--- config.mk ---
export PLATFORM = sky130hd
export DESIGN_NAME = page_commit_ctrl
export DESIGN_NICKNAME = d
export VERILOG_FILES = /design/src/rtl/pgw_pkg.sv /design/src/rtl/pgw_buffer.sv /design/src/rtl/pgw_timer.sv /design/src/rtl/page_commit_ctrl.sv
export SDC_FILE = /design/constraint.sdc
export NUM_CORES = 1
export LEC_CHECK = 0
export BUFFER_PORTS_ARGS = -buffer_cell sky130_fd_sc_hd__buf_2
export CAP_MARGIN = 10
export CORE_MARGIN = 1.5
export CORE_UTILIZATION = 55
export CTS_BUF_LIST = sky130_fd_sc_hd__clkbuf_8
export DETAILED_ROUTE_END_ITERATION = 16
export GPL_ROUTABILITY_DRIVEN = 0
export PLACE_DENSITY_LB_ADDON = 0.2
export SKIP_LAST_GASP = 1
export SYNTH_ARGS = -nofsm -noshare
export SYNTH_HDL_FRONTEND = slang
export SYNTH_SLANG_ARGS = --single-unit
--- constraint.sdc ---
create_clock -name clk -period 3.3 [get_ports clk]
set_clock_uncertainty 0.2 [all_clocks]
set_input_delay 0.66 -clock clk [delete_from_list [all_inputs] [get_ports clk]]
set_output_delay 0.66 -clock clk [all_outputs]
set_load 0.01 [all_outputs]
--- src/rtl/pgw_pkg.sv ---
package pgw_pkg;
    localparam int BYTE_W = 8;
    localparam int COL_W  = 4;
    localparam int ROW_W  = 6;
    localparam int SLOTS  = 1 << COL_W;
    localparam int ADDR_W = ROW_W + COL_W;

    typedef logic [COL_W-1:0]  col_t;
    typedef logic [ROW_W-1:0]  row_t;
    typedef logic [BYTE_W-1:0] byte_t;

    typedef struct packed {
        row_t row;
        col_t col;
    } arr_addr_t;

    typedef struct packed {
        logic      we;
        arr_addr_t addr;
        byte_t     data;
    } arr_wr_t;

    // Next slot inside the page; natural wrap at the column width.
    function automatic col_t next_col(input col_t c);
        return c + col_t'(1);
    endfunction
endpackage

--- src/rtl/pgw_buffer.sv ---
module pgw_buffer
    import pgw_pkg::*;
(
    input  logic              clk,
    input  logic              rst,
    input  logic              wr_en,
    input  byte_t             wr_data,
    input  col_t              start_col,
    input  row_t              start_row,
    input  logic              clr,
    input  col_t              rd_idx,
    output byte_t             rd_data,
    output logic              rd_full,
    output logic [SLOTS-1:0]  mask_o,
    output row_t              row_o
);
    byte_t              mem_q [SLOTS];
    logic [SLOTS-1:0]   mask_q;
    col_t               ptr_q;
    row_t               row_q;
    col_t               pos;
    logic               first;

    assign first = (mask_q == '0);
    assign pos   = first ? start_col : next_col(ptr_q);

    always_ff @(posedge clk) begin
        if (rst) begin
            ptr_q <= '0;
            row_q <= '0;
        end else if (wr_en) begin
            ptr_q <= pos;
            if (first) row_q <= start_row;
        end
    end

    for (genvar i = 0; i < SLOTS; i++) begin : g_slot
        always_ff @(posedge clk) begin
            if (rst) begin
                mask_q[i] <= 1'b0;
            end else if (clr) begin
                mask_q[i] <= 1'b0;
            end else if (wr_en && pos == col_t'(i)) begin
                mask_q[i] <= 1'b1;
            end
        end
        always_ff @(posedge clk) begin
            if (wr_en && pos == col_t'(i)) mem_q[i] <= wr_data;
        end
    end

    assign rd_data = mem_q[rd_idx];
    assign rd_full = mask_q[rd_idx];
    assign mask_o  = mask_q;
    assign row_o   = row_q;

    // The slot just written is marked filled.
    p_slot_marked_r3: assert property (@(posedge clk) disable iff (rst)
        wr_en && !clr |=> mask_q[ptr_q]);
    // Row stays put once a transaction has started.
    p_row_hold_r3: assert property (@(posedge clk) disable iff (rst)
        (mask_q != '0) && !clr |=> $stable(row_q));
endmodule

--- src/rtl/pgw_timer.sv ---
module pgw_timer
    import pgw_pkg::*;
#(
    parameter int WR_CYCLES = 50000
) (
    input  logic clk,
    input  logic rst,
    input  logic go,
    output logic busy,
    output logic scan_act,
    output col_t scan_idx,
    output logic done
);
    localparam int CNT_W = $clog2(WR_CYCLES);
    localparam logic [CNT_W-1:0] LAST = CNT_W'(WR_CYCLES - 1);

    logic [CNT_W-1:0] cnt_q;
    logic             busy_q;

    always_ff @(posedge clk) begin
        if (rst) begin
            busy_q <= 1'b0;
            cnt_q  <= '0;
        end else if (!busy_q) begin
            if (go) begin
                busy_q <= 1'b1;
                cnt_q  <= '0;
            end
        end else if (cnt_q == LAST) begin
            busy_q <= 1'b0;
            cnt_q  <= '0;
        end else begin
            cnt_q <= cnt_q + 1'b1;
        end
    end

    assign busy     = busy_q;
    assign done     = busy_q && (cnt_q == LAST);
    assign scan_act = busy_q && (int'(cnt_q) < SLOTS);
    assign scan_idx = cnt_q[COL_W-1:0];

    p_busy_start_r5: assert property (@(posedge clk) disable iff (rst)
        $rose(busy_q) |-> cnt_q == '0);
    p_busy_end_r5: assert property (@(posedge clk) disable iff (rst)
        $fell(busy_q) |-> $past(cnt_q) == LAST);
endmodule

--- src/rtl/page_commit_ctrl.sv ---
module page_commit_ctrl
    import pgw_pkg::*;
#(
    parameter int WR_CYCLES = 50000
) (
    input  logic              clk,
    input  logic              rst,
    input  logic              byte_vld,
    input  logic [BYTE_W-1:0] byte_data,
    input  logic [COL_W-1:0]  col_in,
    input  logic [ROW_W-1:0]  row_in,
    input  logic              stop_in,
    output logic              arr_we,
    output logic [ADDR_W-1:0] arr_addr,
    output logic [BYTE_W-1:0] arr_data,
    output logic              busy
);
    logic              busy_w, scan_act, done, rd_full, go, wr_en;
    col_t              scan_idx;
    byte_t             rd_data;
    logic [SLOTS-1:0]  mask_w;
    row_t              row_w;
    arr_wr_t           wr;

    assign wr_en = byte_vld && !busy_w;
    assign go    = stop_in && !busy_w && (mask_w != '0);

    pgw_buffer u_buf (
        .clk       (clk),
        .rst       (rst),
        .wr_en     (wr_en),
        .wr_data   (byte_data),
        .start_col (col_in),
        .start_row (row_in),
        .clr       (done),
        .rd_idx    (scan_idx),
        .rd_data   (rd_data),
        .rd_full   (rd_full),
        .mask_o    (mask_w),
        .row_o     (row_w)
    );

    pgw_timer #(.WR_CYCLES(WR_CYCLES)) u_tmr (
        .clk      (clk),
        .rst      (rst),
        .go       (go),
        .busy     (busy_w),
        .scan_act (scan_act),
        .scan_idx (scan_idx),
        .done     (done)
    );

    always_comb begin
        wr.we       = scan_act && rd_full;
        wr.addr.row = row_w;
        wr.addr.col = scan_idx;
        wr.data     = rd_data;
    end

    assign arr_we   = wr.we;
    assign arr_addr = wr.addr;
    assign arr_data = wr.data;
    assign busy     = busy_w;

    p_we_in_busy_r10: assert property (@(posedge clk) disable iff (rst)
        arr_we |-> busy);
    p_empty_stop_r8: assert property (@(posedge clk) disable iff (rst)
        stop_in && !busy && (mask_w == '0) |=> !busy);
    p_locked_r7: assert property (@(posedge clk) disable iff (rst)
        busy && !done |=> $stable(mask_w));
    p_cleared_r9: assert property (@(posedge clk) disable iff (rst)
        $fell(busy) |-> mask_w == '0);
    p_start_r5: assert property (@(posedge clk) disable iff (rst)
        stop_in && !busy && (mask_w != '0) |=> busy);
endmodule

==> metrics.log <==
INFO  metric cts_max_level = 4
INFO  metric floorplan.io_pins = between 40 and 50
INFO  metric grt_start_max_net_pins = 33
INFO  metric relSlewSlack = 52.5%
INFO  metric critPathCapture = arr_we
INFO  metric clock_insertion_delay_worst_skew = about 0.45 ns
INFO  metric core.rowCount = slightly above 40
INFO  metric path_clk_slew = ~0.080 ns
INFO  metric synthesis.nets = slightly below 500
INFO  metric ys_top_cells_by_count = 128 x edfxtp_1, 47 x dfxtp_1, 45 x mux4_2
INFO  metric synthesis.area = between 7000 and 8000 sq um
INFO  metric port_buffers = approximately 40
INFO  metric grt_setup_unrepaired = no
INFO  metric fin_crit_sh = between 90 and 100%
INFO  metric synth_edf_count = between 100 and 150
INFO  metric dpl.hpwl = between 9 and 10 mm
INFO  metric viasPerCell = 5.94
INFO  metric synth_seq_cells = approximately 180
INFO  metric timing.fmax = 310 MHz
INFO  metric yosys_warnings = 0
INFO  metric drc = 0
INFO  metric crit-reg2reg-launch = u_tmr.cnt_q[1]
INFO  metric fp.dieArea = approximately 14,000 sq um
INFO  metric nFillCells = slightly below 1,000
INFO  metric share_of_the_synthesized_area_in_the_top_cell_type = between 50% and 60%
INFO  metric cp-startpoint = u_tmr.cnt_q[4]
INFO  metric design.final.nets = approximately 550
INFO  metric ff2ff_setup_slack = between 0.4 and 0.5 ns
INFO  metric cells_after_synthesis = between 400 and 500
INFO  metric number_of_distinct_library_cell_variants_in_the_gate_level_netlist_after_synthesis = slightly below 50
INFO  metric worstPathMaxFanout = 7
INFO  metric syn_to_final_growth = 11.7%
INFO  metric final_hold_viol_count = 0
INFO  metric instances_no_fill = 708
INFO  metric pwr_density_cell = approximately 800 nW/um^2
INFO  metric grt_util_all_layers = 23.3%
INFO  metric worst-setup-path-type = reg2out
INFO  metric timing.critical_path.arrival = 2.36 ns
INFO  metric number_of_sinks_handled_by_clock_tree_synthesis = 175
INFO  metric cts_buf_count = 17
INFO  metric detailroute.via_count = 4,207
INFO  metric overflow = 0
INFO  metric worstSetupStartpointType = register
INFO  metric grt_antenna_before_repair = 1
INFO  metric maxSlewViolCount = 0
INFO  metric reg2reg_depth = 6
INFO  metric cts.hold.buffers_added = 0
INFO  metric leakagePower = around 0.0026 uW
INFO  metric route.antenna.remaining_nets = 0
INFO  metric avg_wl_per_cell = slightly above 20 um
INFO  metric most_area_consuming_cells_after_synthesis = edfxtp_1 54%, mux4_2 14%, dfxtp_1 13%
INFO  metric multi_input_area = about 2300 sq um
INFO  metric core-area = 12,700 sq um
INFO  metric clock_tree.buffer_depth = 2
INFO  metric die-height = between 100 and 150 um
INFO  metric die_width = 117 um
INFO  metric seqCellArea = ~4800 sq um
INFO  metric max-cap-violations = 0
INFO  metric worst_r2r_endpoint = u_tmr.cnt_q[7]
INFO  metric cp.required = about 2.4 ns
INFO  metric layout-drive-gt1-share = ~28%
INFO  metric finish.utilization = between 60% and 70%
INFO  metric setup_tns = 0 ns
INFO  metric power.total = 6440 uW
INFO  metric hold_class = in2reg
INFO  metric route.final.wire_length = between 10 and 15 mm
INFO  metric final-setup-viol-count = 0
INFO  metric run_status = completed
INFO  metric grt_pass1_vias = around 4,300
INFO  metric synth_area_per_cell = roughly 15 sq um
INFO  metric tightest_slew = a little over 0.7 ns
INFO  metric detailedRoute.firstIterationViolations = around 280
INFO  metric portion_of_the_post_synthesis_area_used_by_sequential_elements = about two thirds
INFO  metric period_minus_slack = between 3 and 4 ns
INFO  metric synth_largest_area_cell = edfxtp_1
INFO  metric async_reset_ff_share = 0%
INFO  metric worst_ir_drop_vdd = between 1 and 1.5 mV
INFO  metric dpl.cell_count = slightly below 700
INFO  metric synth_top_flop_cell = edfxtp_1
INFO  metric initial_core_util = a little under three fifths
INFO  metric yosysMostFrequentCell = edfxtp_1
INFO  metric drt-pass1-iter-count = 5
INFO  metric clockRootBuffer = clkbuf_8
INFO  metric first_pass_grt_wire_length = between 20 and 25 mm
INFO  metric tritoncts = yes
INFO  metric timing.critical_path.to_type = primary output
## worst min-delay path by stage
| stage | start | depth (start not counted) | end | slack (ns) |
|---|---|---|---|---|
| floorplan | u_buf.mask_o[11] | 2 | u_buf.mask_o[11] | 0.24 |
| global placement | u_buf.row_o[5] | 2 | u_buf.row_o[5] | 0.26 |
| detailed placement | u_buf.row_o[2] | 2 | u_buf.row_o[2] | 0.27 |
| CTS | row_in[3] | 3 | u_buf.row_o[3] | 0.22 |
| global route | row_in[3] | 3 | u_buf.row_o[3] | 0.22 |
| finish | row_in[3] | 3 | u_buf.row_o[3] | 0.24 |
## routing by layer
layer | vias to the layer above | global-route usage (%) | wire length (um)
met3 | 19 | 5.15 | 821
met2 | 131 | 37.8 | 7260
met1 | 2112 | 30.9 | 6260
met5 | - | 0 | 0
met4 | 0 | 9.56 | 255
li1 | 1945 | - | -
## cell type report
cell class	count	share of cell area, %
inverter	4	0.187
clock buffer	17	2.92
multi-input combinational	258	28.1
tap	172	2.68
sequential	175	59.7
clock inverter	15	1.34
antenna	1	0.0312
timing repair buffer	66	5.06
## where the power goes
group	switching (uW)	internal (uW)	leakage [uW]
Combinational	1270	883	0.000913
Sequential	161	2820	0.00154
Clock	724	576	0.000182
Total	2160	4280	0.00263
## timing repair
item / 4_1_cts / 5_1_grt
gates resized for setup: 0 / 1
buffers inserted: 0 / 0
endpoints found under the setup margin: 0 / 1
## placed cells by master (no fill, tap or decap), types with 10 or more instances in the layout
cell type and instances:
edfxtp_1 128, mux4_2 45, dfxtp_1 45, buf_2 41
nor2_1 36, nand2_1 31, buf_4 24, a21oi_1 20
o21ai_0 18, clkbuf_8 17, nand3_1 12, nor3_1 12
o31ai_1 10
## critical path: stages, from the launching register on
cell and delay [ns]:
dfxtp_1 0.37, or4_4 0.58, nor4b_1 0.57, and3_1 0.26, buf_2 0.13
## through the flow
step	instance area, sq um	hold WS (ns)	setup slack [ns]
after floorplan	7180	0.243	0.607
after global placement	7670	0.260	0.566
after detailed placement	7670	0.271	0.452
after CTS	8020	0.222	0.0325
after global routing	8020	0.218	0.00475
final	8020	0.243	0.0760
## registers in the layout (all words and copies together) (netlist names), named ones only
name and cells:
u_tmr.busy 1, u_buf.ptr_q 4, u_buf.row_o 6, u_buf.mem_q 128
u_tmr.cnt_q 16, u_buf.mask_o 16
## cells by family after synthesis
logic type | Yosys count | share of synthesized area, %
muxes | 55 | 15.5
AOI/OAI and AO/OA | 70 | 6.33
and+or+nand+nor | 129 | 8.90
buffers and inverters | 31 | 2.00
adders and majority gates | 2 | 0.348
DFF | 175 | 66.6
xor gates and xnor gates | 2 | 0.244
No activity file was read; power rests on OpenSTA's default activity.
